### src/rtl/crp_pkg.sv
// Package: shared types for the converter result output port.
// Assumes configuration inputs are static while a transfer is in progress.
package crp_pkg;

    typedef enum logic [1:0] {
        MODE_WORD   = 2'd0,
        MODE_BYTE   = 2'd1,
        MODE_MASTER = 2'd2,
        MODE_SLAVE  = 2'd3
    } port_mode_e;

    // Collapse the configuration pins into one operating mode.
    function automatic port_mode_e decode_mode(input logic serial,
                                               input logic byte_mode,
                                               input logic slave);
        if (serial)
            return slave ? MODE_SLAVE : MODE_MASTER;
        return byte_mode ? MODE_BYTE : MODE_WORD;
    endfunction

endpackage

### src/rtl/crp_coder.sv
// Module: crp_coder
// Applies the output coding to a raw straight-binary result.
// Assumes the raw result is straight binary; two's complement is the MSB flipped.
module crp_coder #(
    parameter int DATA_W = 16
) (
    input  logic [DATA_W-1:0] raw_i,
    input  logic              straight_i,
    output logic [DATA_W-1:0] coded_o
);

    localparam logic [DATA_W-1:0] MSB_MASK = {1'b1, {(DATA_W-1){1'b0}}};

    // Flip the top bit unless straight binary is selected.
    always_comb begin
        coded_o = straight_i ? raw_i : (raw_i ^ MSB_MASK);
    end

endmodule

### src/rtl/crp_par_lanes.sv
// Module: crp_par_lanes
// Drives the parallel bus: full word or byte-at-a-time, with lane swap.
// Assumes DATA_W is even; the bus is released entirely in serial modes.
module crp_par_lanes #(
    parameter int DATA_W = 16
) (
    input  crp_pkg::port_mode_e mode_i,
    input  logic [DATA_W-1:0]   word_i,
    input  logic                swap_i,
    input  logic                byte_sel_i,
    output logic [DATA_W-1:0]   bus_o,
    output logic [DATA_W-1:0]   bus_oe_o
);
    import crp_pkg::*;

    localparam int HALF_W = DATA_W / 2;

    logic [DATA_W-1:0] lane_word;
    logic [HALF_W-1:0] cur_byte;

    // Exchange the byte lanes when requested.
    always_comb begin
        lane_word = swap_i ? {word_i[HALF_W-1:0], word_i[DATA_W-1:HALF_W]} : word_i;
        cur_byte  = byte_sel_i ? lane_word[HALF_W-1:0] : lane_word[DATA_W-1:HALF_W];
    end

    // Select the bus content and enables for the current mode.
    always_comb begin
        unique case (mode_i)
            MODE_WORD: begin
                bus_o    = lane_word;
                bus_oe_o = '1;
            end
            MODE_BYTE: begin
                bus_o    = {{HALF_W{1'b0}}, cur_byte};
                bus_oe_o = {{HALF_W{1'b0}}, {HALF_W{1'b1}}};
            end
            default: begin
                bus_o    = '0;
                bus_oe_o = '0;
            end
        endcase
    end

endmodule

### src/rtl/crp_master.sv
// Module: crp_master
// Serial master: divided bit clock, MSB-first shift and frame tracking.
// Assumes word_i is stable while frame_o is high and start_i only pulses when idle.
module crp_master #(
    parameter int DATA_W = 16,
    parameter int DIV_W  = 2
) (
    input  logic              clk,
    input  logic              rst_n,
    input  logic              start_i,
    input  logic [DIV_W-1:0]  div_i,
    input  logic [DATA_W-1:0] word_i,
    output logic              frame_o,
    output logic              sclk_o,
    output logic              sdout_o
);

    localparam int BW      = $clog2(DATA_W);
    localparam int HCW_RAW = (1 << DIV_W) - 1;
    localparam int HCW     = (HCW_RAW > 1) ? HCW_RAW : 1;
    localparam logic [BW-1:0] LAST_BIT = BW'(DATA_W - 1);

    logic [HCW-1:0] half_cnt;
    logic [HCW-1:0] half_lim;
    logic [BW-1:0]  bit_q;
    logic           sclk_q;
    logic           frame_q;

    // Last count value of a half period, 2^div cycles long.
    always_comb begin
        half_lim = HCW'((32'd1 << div_i) - 32'd1);
    end

    // Advance the divider, toggle the clock and step through the bits.
    always_ff @(posedge clk) begin
        if (!rst_n) begin
            frame_q  <= 1'b0;
            half_cnt <= '0;
            sclk_q   <= 1'b0;
            bit_q    <= '0;
        end else if (start_i) begin
            frame_q  <= 1'b1;
            half_cnt <= '0;
            sclk_q   <= 1'b0;
            bit_q    <= '0;
        end else if (frame_q) begin
            if (half_cnt == half_lim) begin
                half_cnt <= '0;
                sclk_q   <= ~sclk_q;
                if (sclk_q) begin
                    if (bit_q == LAST_BIT)
                        frame_q <= 1'b0;
                    else
                        bit_q <= bit_q + 1'b1;
                end
            end else begin
                half_cnt <= half_cnt + 1'b1;
            end
        end
    end

    // Present the current bit while a frame runs.
    always_comb begin
        frame_o = frame_q;
        sclk_o  = sclk_q;
        sdout_o = frame_q ? word_i[LAST_BIT - bit_q] : 1'b0;
    end

endmodule

### src/rtl/crp_slave.sv
// Module: crp_slave
// Serial slave: synchronises host clock and select, walks an MSB-first pointer.
// Assumes the host clock half period exceeds SYNC_STAGES+1 system cycles.
module crp_slave #(
    parameter int DATA_W      = 16,
    parameter int SYNC_STAGES = 2
) (
    input  logic              clk,
    input  logic              rst_n,
    input  logic              cs_n_i,
    input  logic              sclk_i,
    input  logic              sclk_inv_i,
    input  logic [DATA_W-1:0] word_i,
    output logic              selected_o,
    output logic              sdout_o
);

    localparam int BW = $clog2(DATA_W);
    localparam int PW = BW + 1;
    localparam logic [PW-1:0] END_PTR  = PW'(DATA_W);
    localparam logic [BW-1:0] LAST_BIT = BW'(DATA_W - 1);

    logic [SYNC_STAGES-1:0] cs_pipe;
    logic [SYNC_STAGES-1:0] ck_pipe;
    logic                   cs_s;
    logic                   ck_eff;
    logic                   ck_prev;
    logic                   ck_fall;
    logic [PW-1:0]          ptr_q;

    // Synchroniser chains for the host select and clock.
    generate
        if (SYNC_STAGES == 1) begin : g_sync1
            always_ff @(posedge clk) begin
                if (!rst_n) begin
                    cs_pipe <= '1;
                    ck_pipe <= '0;
                end else begin
                    cs_pipe <= cs_n_i;
                    ck_pipe <= sclk_i;
                end
            end
        end else begin : g_syncn
            always_ff @(posedge clk) begin
                if (!rst_n) begin
                    cs_pipe <= '1;
                    ck_pipe <= '0;
                end else begin
                    cs_pipe <= {cs_pipe[SYNC_STAGES-2:0], cs_n_i};
                    ck_pipe <= {ck_pipe[SYNC_STAGES-2:0], sclk_i};
                end
            end
        end
    endgenerate

    // Effective clock sense and its falling edge.
    always_comb begin
        cs_s    = cs_pipe[SYNC_STAGES-1];
        ck_eff  = ck_pipe[SYNC_STAGES-1] ^ sclk_inv_i;
        ck_fall = ck_prev & ~ck_eff;
    end

    // Remember the previous effective clock level.
    always_ff @(posedge clk) begin
        if (!rst_n) ck_prev <= 1'b0;
        else        ck_prev <= ck_eff;
    end

    // Bit pointer: cleared while deselected, stepped on each falling edge.
    always_ff @(posedge clk) begin
        if (!rst_n)
            ptr_q <= '0;
        else if (cs_s)
            ptr_q <= '0;
        else if (ck_fall && ptr_q != END_PTR)
            ptr_q <= ptr_q + 1'b1;
    end

    // Output the pointed bit, zero once the word is exhausted.
    always_comb begin
        selected_o = ~cs_s;
        sdout_o    = (ptr_q < END_PTR) ? word_i[LAST_BIT - ptr_q[BW-1:0]] : 1'b0;
    end

endmodule

### src/rtl/conv_result_port.sv
// Module: conv_result_port (top)
// Holds one coded conversion result and presents it on a parallel bus or a
// master/slave serial port chosen by static configuration inputs.
// Assumes done_i is a one-cycle strobe and configuration changes only when idle.
module conv_result_port #(
    parameter int DATA_W      = 16,
    parameter int DIV_W       = 2,
    parameter int SYNC_STAGES = 2
) (
    input  logic              clk,
    input  logic              rst_n,
    input  logic              done_i,
    input  logic [DATA_W-1:0] result_i,
    input  logic              cfg_serial_i,
    input  logic              cfg_byte_mode_i,
    input  logic              cfg_swap_i,
    input  logic              cfg_straight_i,
    input  logic              cfg_slave_i,
    input  logic              cfg_sync_inv_i,
    input  logic              cfg_sclk_inv_i,
    input  logic [DIV_W-1:0]  cfg_div_i,
    input  logic              rd_stb_i,
    input  logic              cs_n_i,
    input  logic              sclk_i,
    output logic [DATA_W-1:0] bus_o,
    output logic [DATA_W-1:0] bus_oe_o,
    output logic              sdout_o,
    output logic              sdout_oe_o,
    output logic              sclk_o,
    output logic              sclk_oe_o,
    output logic              sync_o,
    output logic              sync_oe_o
);
    import crp_pkg::*;

    port_mode_e        mode;
    logic [DATA_W-1:0] coded;
    logic [DATA_W-1:0] word_q;
    logic [DATA_W-1:0] pend_word_q;
    logic              pend_q;
    logic              byte_sel_q;
    logic              busy;
    logic              load;
    logic              m_start;
    logic              m_frame;
    logic              m_sclk;
    logic              m_sdout;
    logic              s_sel;
    logic              s_sdout;
    logic              is_master;
    logic              is_slave;

    // Operating mode from the configuration pins.
    always_comb begin
        mode      = decode_mode(cfg_serial_i, cfg_byte_mode_i, cfg_slave_i);
        is_master = (mode == MODE_MASTER);
        is_slave  = (mode == MODE_SLAVE);
    end

    crp_coder #(.DATA_W(DATA_W)) u_coder (
        .raw_i      (result_i),
        .straight_i (cfg_straight_i),
        .coded_o    (coded)
    );

    // A frame in progress blocks updates of the output word.
    always_comb begin
        busy    = (is_master && m_frame) || (is_slave && s_sel);
        load    = !busy && (done_i || pend_q);
        m_start = load && is_master;
    end

    // Output word register with a one-deep hold for captures during a frame.
    always_ff @(posedge clk) begin
        if (!rst_n) begin
            word_q      <= '0;
            pend_word_q <= '0;
            pend_q      <= 1'b0;
        end else if (done_i && busy) begin
            pend_word_q <= coded;
            pend_q      <= 1'b1;
        end else if (done_i) begin
            word_q <= coded;
            pend_q <= 1'b0;
        end else if (pend_q && !busy) begin
            word_q <= pend_word_q;
            pend_q <= 1'b0;
        end
    end

    // Byte-mode read pointer: first byte after a load, toggles per read.
    always_ff @(posedge clk) begin
        if (!rst_n)
            byte_sel_q <= 1'b0;
        else if (load)
            byte_sel_q <= 1'b0;
        else if (rd_stb_i && mode == MODE_BYTE)
            byte_sel_q <= ~byte_sel_q;
    end

    crp_par_lanes #(.DATA_W(DATA_W)) u_lanes (
        .mode_i     (mode),
        .word_i     (word_q),
        .swap_i     (cfg_swap_i),
        .byte_sel_i (byte_sel_q),
        .bus_o      (bus_o),
        .bus_oe_o   (bus_oe_o)
    );

    crp_master #(.DATA_W(DATA_W), .DIV_W(DIV_W)) u_master (
        .clk     (clk),
        .rst_n   (rst_n),
        .start_i (m_start),
        .div_i   (cfg_div_i),
        .word_i  (word_q),
        .frame_o (m_frame),
        .sclk_o  (m_sclk),
        .sdout_o (m_sdout)
    );

    crp_slave #(.DATA_W(DATA_W), .SYNC_STAGES(SYNC_STAGES)) u_slave (
        .clk        (clk),
        .rst_n      (rst_n),
        .cs_n_i     (cs_n_i),
        .sclk_i     (sclk_i),
        .sclk_inv_i (cfg_sclk_inv_i),
        .word_i     (word_q),
        .selected_o (s_sel),
        .sdout_o    (s_sdout)
    );

    // Serial pin values and drive enables per mode.
    always_comb begin
        sclk_oe_o  = is_master;
        sync_oe_o  = is_master;
        sclk_o     = is_master ? (m_sclk ^ cfg_sclk_inv_i) : 1'b0;
        sync_o     = is_master ? (m_frame ^ cfg_sync_inv_i) : 1'b0;
        sdout_o    = is_master ? m_sdout : (is_slave ? s_sdout : 1'b0);
        sdout_oe_o = is_master || (is_slave && s_sel);
    end

endmodule

### config.mk
export PLATFORM = sky130hd
export DESIGN_NAME = conv_result_port
export DESIGN_NICKNAME = d
export VERILOG_FILES = /design/src/rtl/crp_pkg.sv /design/src/rtl/crp_coder.sv /design/src/rtl/crp_par_lanes.sv /design/src/rtl/crp_master.sv /design/src/rtl/crp_slave.sv /design/src/rtl/conv_result_port.sv
export SDC_FILE = /design/constraint.sdc
export NUM_CORES = 1
export LEC_CHECK = 0
export BUFFER_PORTS_ARGS = -buffer_cell sky130_fd_sc_hd__buf_4
export CAP_MARGIN = 30
export CELL_PAD_IN_SITES_DETAIL_PLACEMENT = 0
export CELL_PAD_IN_SITES_GLOBAL_PLACEMENT = 1
export CORE_MARGIN = 10
export CORE_UTILIZATION = 38
export CTS_BUF_LIST = sky130_fd_sc_hd__clkbuf_4 sky130_fd_sc_hd__clkbuf_8
export DETAILED_ROUTE_END_ITERATION = 10
export HOLD_SLACK_MARGIN = 0.15
export PLACE_DENSITY_LB_ADDON = 0.2
export SYNTH_ARGS = -nofsm -noshare
export SYNTH_HDL_FRONTEND = slang
export SYNTH_SLANG_ARGS = --single-unit
### constraint.sdc
create_clock -name clk -period 1.65 [get_ports clk]
set_clock_uncertainty 0.05 [all_clocks]
set_input_delay 0.165 -clock clk [delete_from_list [all_inputs] [get_ports clk]]
set_output_delay 0.165 -clock clk [all_outputs]
set_load 0.1 [all_outputs]
# Word level (Yosys, flattened, before mapping)
# Index checks and enable logic that the tools add are counted.
# totals
input_bits,31
reg_bits,53
out_inout_bits,38
elab_cells,92
# classes
bitwise_logic,12
n_reduce_logical,21
n_lt_le_gt_ge,3
eq_ne,6
n_mux,31
addsub,6
n_shift,1
# op_table
cell,count
16-bit two-way mux,4
16-bit one-hot mux with 2 select lines,2
1-bit two-way mux,19
4-bit by 5-bit less-than comparator with 1-bit output (second input constant),2
1-bit binary-select mux with 4-bit select,2
1-bit logical AND,8
8-bit two-way mux,1
1-bit inverter,8
4-bit subtractor (first input constant),2
2-bit OR reduction,3
5-bit by 1-bit adder with 5-bit output (second input constant),1
5-bit less-than comparator (second input constant),1
5-bit != test (second input constant),1
4-bit by 1-bit adder with 4-bit output (second input constant),1
2-bit == test (second input constant),2
4-bit == test (second input constant),1
2-bit two-way mux,2
2-bit AND reduction,2
4-bit AND reduction,1
3-bit by 1-bit adder with 3-bit output (second input constant),1
3-bit == test,1
1-bit logical OR,3
3-bit two-way mux,1
3-bit nonzero test,1
other kinds (8),10

# Logic depth before layout (Yosys ltp)
# logic_depth
depth_word,11
mapped_depth,6
ltp_nobuf,5

# Cells and area by module
# From an unflattened synthesis, not the netlist that was laid out.
# hier_totals
hier_cells,397
area_unflattened_um2,3512.1
# by_module_without_submodules
mod,instances,cells_per_inst,area_per_inst_um2,seq_area_each_um2
conv_result_port,1,204,1790.5,680.7
crp_master,1,56,585.6,180.2
crp_slave,1,59,584.3,200.2
crp_par_lanes,1,62,430.4,0.0
crp_coder,1,16,121.4,0.0

# Least setup slack after synthesis
# Ideal clock, no wire load.
# synth_timing
path_type,flip-flop to output port
startpoint,reg u_master.bit_q[0]
endpoint,out sdout_o
slack_ns,-0.801
n_path_buf,1
arrival_ns,2.236
required_ns,1.435
stages_incl_launch_ff,6
cell_sequence,dfxtp_1 -> buf_6 -> mux4_1 -> mux2_2 -> nand4_1 -> nand4_1
# synth_between
elab_chain_cells,5
# synth_lines
item,line,source
from (decl),crp_master.sv:25,logic [BW-1:0] bit_q;
from (signal assigned),crp_master.sv:54,bit_q <= bit_q + 1'b1;
4-bit subtractor,crp_master.sv:66,sdout_o = frame_q ? word_i[LAST_BIT - bit_q] : 1'b0;
1-bit binary-select mux with 4-bit select,crp_master.sv:66,
1-bit two-way mux (not written as such),crp_master.sv:66,
1-bit two-way mux,crp_master.sv:66,
1-bit two-way mux,conv_result_port.sv:138,sdout_o = is_master ? m_sdout : (is_slave ? s_sdout : 1'b0);
to (decl),conv_result_port.sv:27,"output logic sdout_o,"
# No other way between the ends. The select of a mux whose other input is x is not followed.

# Worst setup path in the final report
# Same ends and word-level chain as after synthesis.

==> results.md <==
- Die Ht: 110.9 um
- Synth top area cells: dfxtp_1 (34%), mux2i_1 (20%), o211a_1 (5.1%)
- Area of the core: 8134 sq um
- WL/cell: 15.41 um
- Most used cell along the critical path: nand4_1
- Grt ovf: 0
- CTS tree: done
- Fill cell count: 760
- Initial DRT Pass Iterations: 4
- Row count: 33
- Seq cells post-synth: 53
- Max stage delay on crit path: 520 ps
- Max Clk Rate: 0.4687 GHz
- Endpoints failing hold: 0
- Placed instance area: 3998 sq um
- Port Buf Inserts: 68
- Worst slew pin tran: 535.3 ps
- Worst VDD drop: 375.6 uV
- # diodes: 0
- Setup Crit Path Kind: reg2out
- Kind of path behind the tightest hold check: in2reg
- First-pass GRT wire length: 13.77 mm
- Commonest non-fill, non-tap cell in the layout: buf_4
- Slew Limit Fails: 0
- Synth area leader: dfxtp_1
- Post-CTS Setup Repair Bufs: 0
- Die ar.: 12310 sq um
- GRT Resource Usage Total: 13.20%
- Clock-pin slew on the worst setup and hold paths: 110 ps
- Crit. End Element: output port
- I/O Pins: 69
- Fraction of layout cells with a size suffix above 1: 36.41%
- P per Cell Area: 764.0 nW/um^2
- DR vias/cell: 4.876
- RSZ-0062 raised after global routing: true
- Area Overhead vs Synth: 42.79%
- Status: finished with violations
- Startpoint types: register
- Place WS: -150.3 ps
- CTS max path bufs: 2
- CP arrival: 1920 ps
- Synth Warn #: 0
- Pin count of the biggest net entering global routing: 34
- Netlist Area Pre-Place: 3143 sq um
- Root buffer cell: clkbuf_8
- Final setup viols: 9
- Vias in the first global route: 2669
- Initial antenna violation count: 0
- Final worst setup slack: -483.7 ps
- FF+latch area: 1065 sq um
- Syn avg cell area: 9.438 sq um
- Antenna-violating nets left: 0
- Count of cell types in the netlist: 47
- Slew Limit Headroom: 63.98%
- HPWL Detailed: 6.293 mm
- Leakage: 0.002045 uW
- Register area share after synthesis: 33.76%
- Final #Nets: 467
- Failing checks: negative setup slack
- Most frequent cells in the layout: buf_4 (93), mux2i_1 (59), dfxtp_1 (50)
- Post-route design area: 4488 sq um
- Multi-input logic area: 1994 sq um
- Cell Chain, Critical Path: mux4_2 > mux2_4 > nand4_1 > nand4_1 > buf_6
- GP Congestion: 0.7743
- Final min period: 2134 ps
- Fin crit share: 129.3%
- DRT iter0 DRCs: 104
- Crit-path max FO: 4
- Synth top area share: 33.76%
- Die width: 110.9 um
- CP max-delay cell: mux4_2
- CP Data Required Time: 1430 ps
- Maxcap violations: 0
- Syn Nets: 367
- Num CTS Buffers: 5
- Clk_lat worst skew: 320 ps
- WHS: 167.2 ps
- CTS sink count: 53
- CTS H-tree depth: 2
- Via count of the routed design: 2628
- WL final: 8.305 mm
- Drt drc: 0
- Cell count after synthesis: 333
- Initial Utilization: 38.64%
==> stage by stage <==
step           std cells  power [uW]  util [%]  setup TNS [ps]
2_1_floorplan        333        2147         -           -5021
3_3_place_gp         511        2402     49.15          -115.1
3_5_place_dp         511        2407     49.15          -150.3
4_1_cts              539        3441     54.41           -1604
5_1_grt              539        3575     55.18           -2331
6_report             539        3429     55.18           -1633
==> final timing paths <==
kind	from	endpoint	slack (ps)	depth (start not counted)
worst min-delay path	rd_stb_i	byte_sel_q	170	5
worst max register to register	u_master.bit_q[0]	u_master.bit_q[0]	100	6
worst min register to register	u_slave.cs_pipe[0]	u_slave.cs_pipe[1]	370	1
worst max-delay path	u_master.bit_q[0]	sdout_o	-480	5
==> area by class of cell <==
cell class	instances	area share, %
clock buffer	6	1.840
inverter	7	0.7527
sequential	53	23.72
timing repair buffer	127	25.48
clock inverter	2	0.8364
multi-input combinational	239	44.44
tap	105	2.927
==> critical path: cells and delay by family (launching register included) <==
family | cells | cell delay (ps)
mux | 2 | 790
flops | 1 | 400
buf+inv | 1 | 220
simple gates | 2 | 200
==> Yosys cell counts (all sizes together) <==
library cell / count
nand3: 8
mux2i: 63
or3: 1
and3: 1
nor4: 3
buf: 26
nor2b: 19
a22oi: 2
and2: 4
clkbuf: 8
dfxtp: 53
inv: 7
xor2: 2
nand3b: 3
a31oi: 1
nor3: 1
mux4: 4
o22a: 1
a211oi: 1
nor2: 26
a2111oi: 3
mux2: 1
xnor2: 8
ha: 3
or3b: 1
a21oi: 8
nand4: 6
o41a: 1
or2: 2
nand2b: 12
o211a: 16
nand4bb: 1
o21ai: 2
a21boi: 2
nand2: 32
and4b: 1
==> cell families after synthesis <==
| kind of cell | synth area share (%) |
|---|---|
| XOR/XNOR | 3.384 |
| adder cells (fa/ha/maj) | 1.194 |
| AND/OR/NAND/NOR | 20.06 |
| multiplexers | 23.77 |
| buffers and inverters | 8.041 |
| flip-flops | 33.76 |
| AO/OA/AOI/OAI | 9.793 |
==> power by group <==
part / leakage [uW] / internal [uW] / switching, uW / total [uW]
sequential: 0.000433 / 1330 / 38.6 / 1370
clock: 0.0000574 / 494 / 459 / 953
combinational: 0.00155 / 425 / 680 / 1100
==> sequential cells by signal (all words and copies together), names as in the netlist <==
register and flops:
byte_sel_q 1, pend_q 1, pend_word_q 16, u_master.bit_q 4, u_master.frame_o 1, u_master.half_cnt 3, u_master.sclk_o 1, u_slave.ck_pipe 2
u_slave.ck_prev 1, u_slave.cs_pipe 2, u_slave.ptr_q 5, word_q 16
==> routing by layer <==
metal | wire, um | share of wire [%] | GRT usage (%) | up-vias
li1 | - | - | - | 1354
met1 | 3650 | 44 | 15.73 | 1230
met2 | 4213 | 51 | 22.88 | 39
met3 | 390 | 4.7 | 4.058 | 5
met4 | 50 | 0.60 | 2.344 | 0
met5 | 0 | 0 | 0 | -
==> what timing repair did <==
| action | 4_1_cts | 5_1_grt |
|---|---|---|
| pin swaps | 0 | 1 |
| endpoints found under the setup margin | 9 | 15 |
| resized for setup | 27 | 16 |
| cloned | 0 | 0 |
| hold endpoints to repair | 21 | 0 |
| hold buffers | 20 | 0 |
Power figures use the tool's default switching activity.
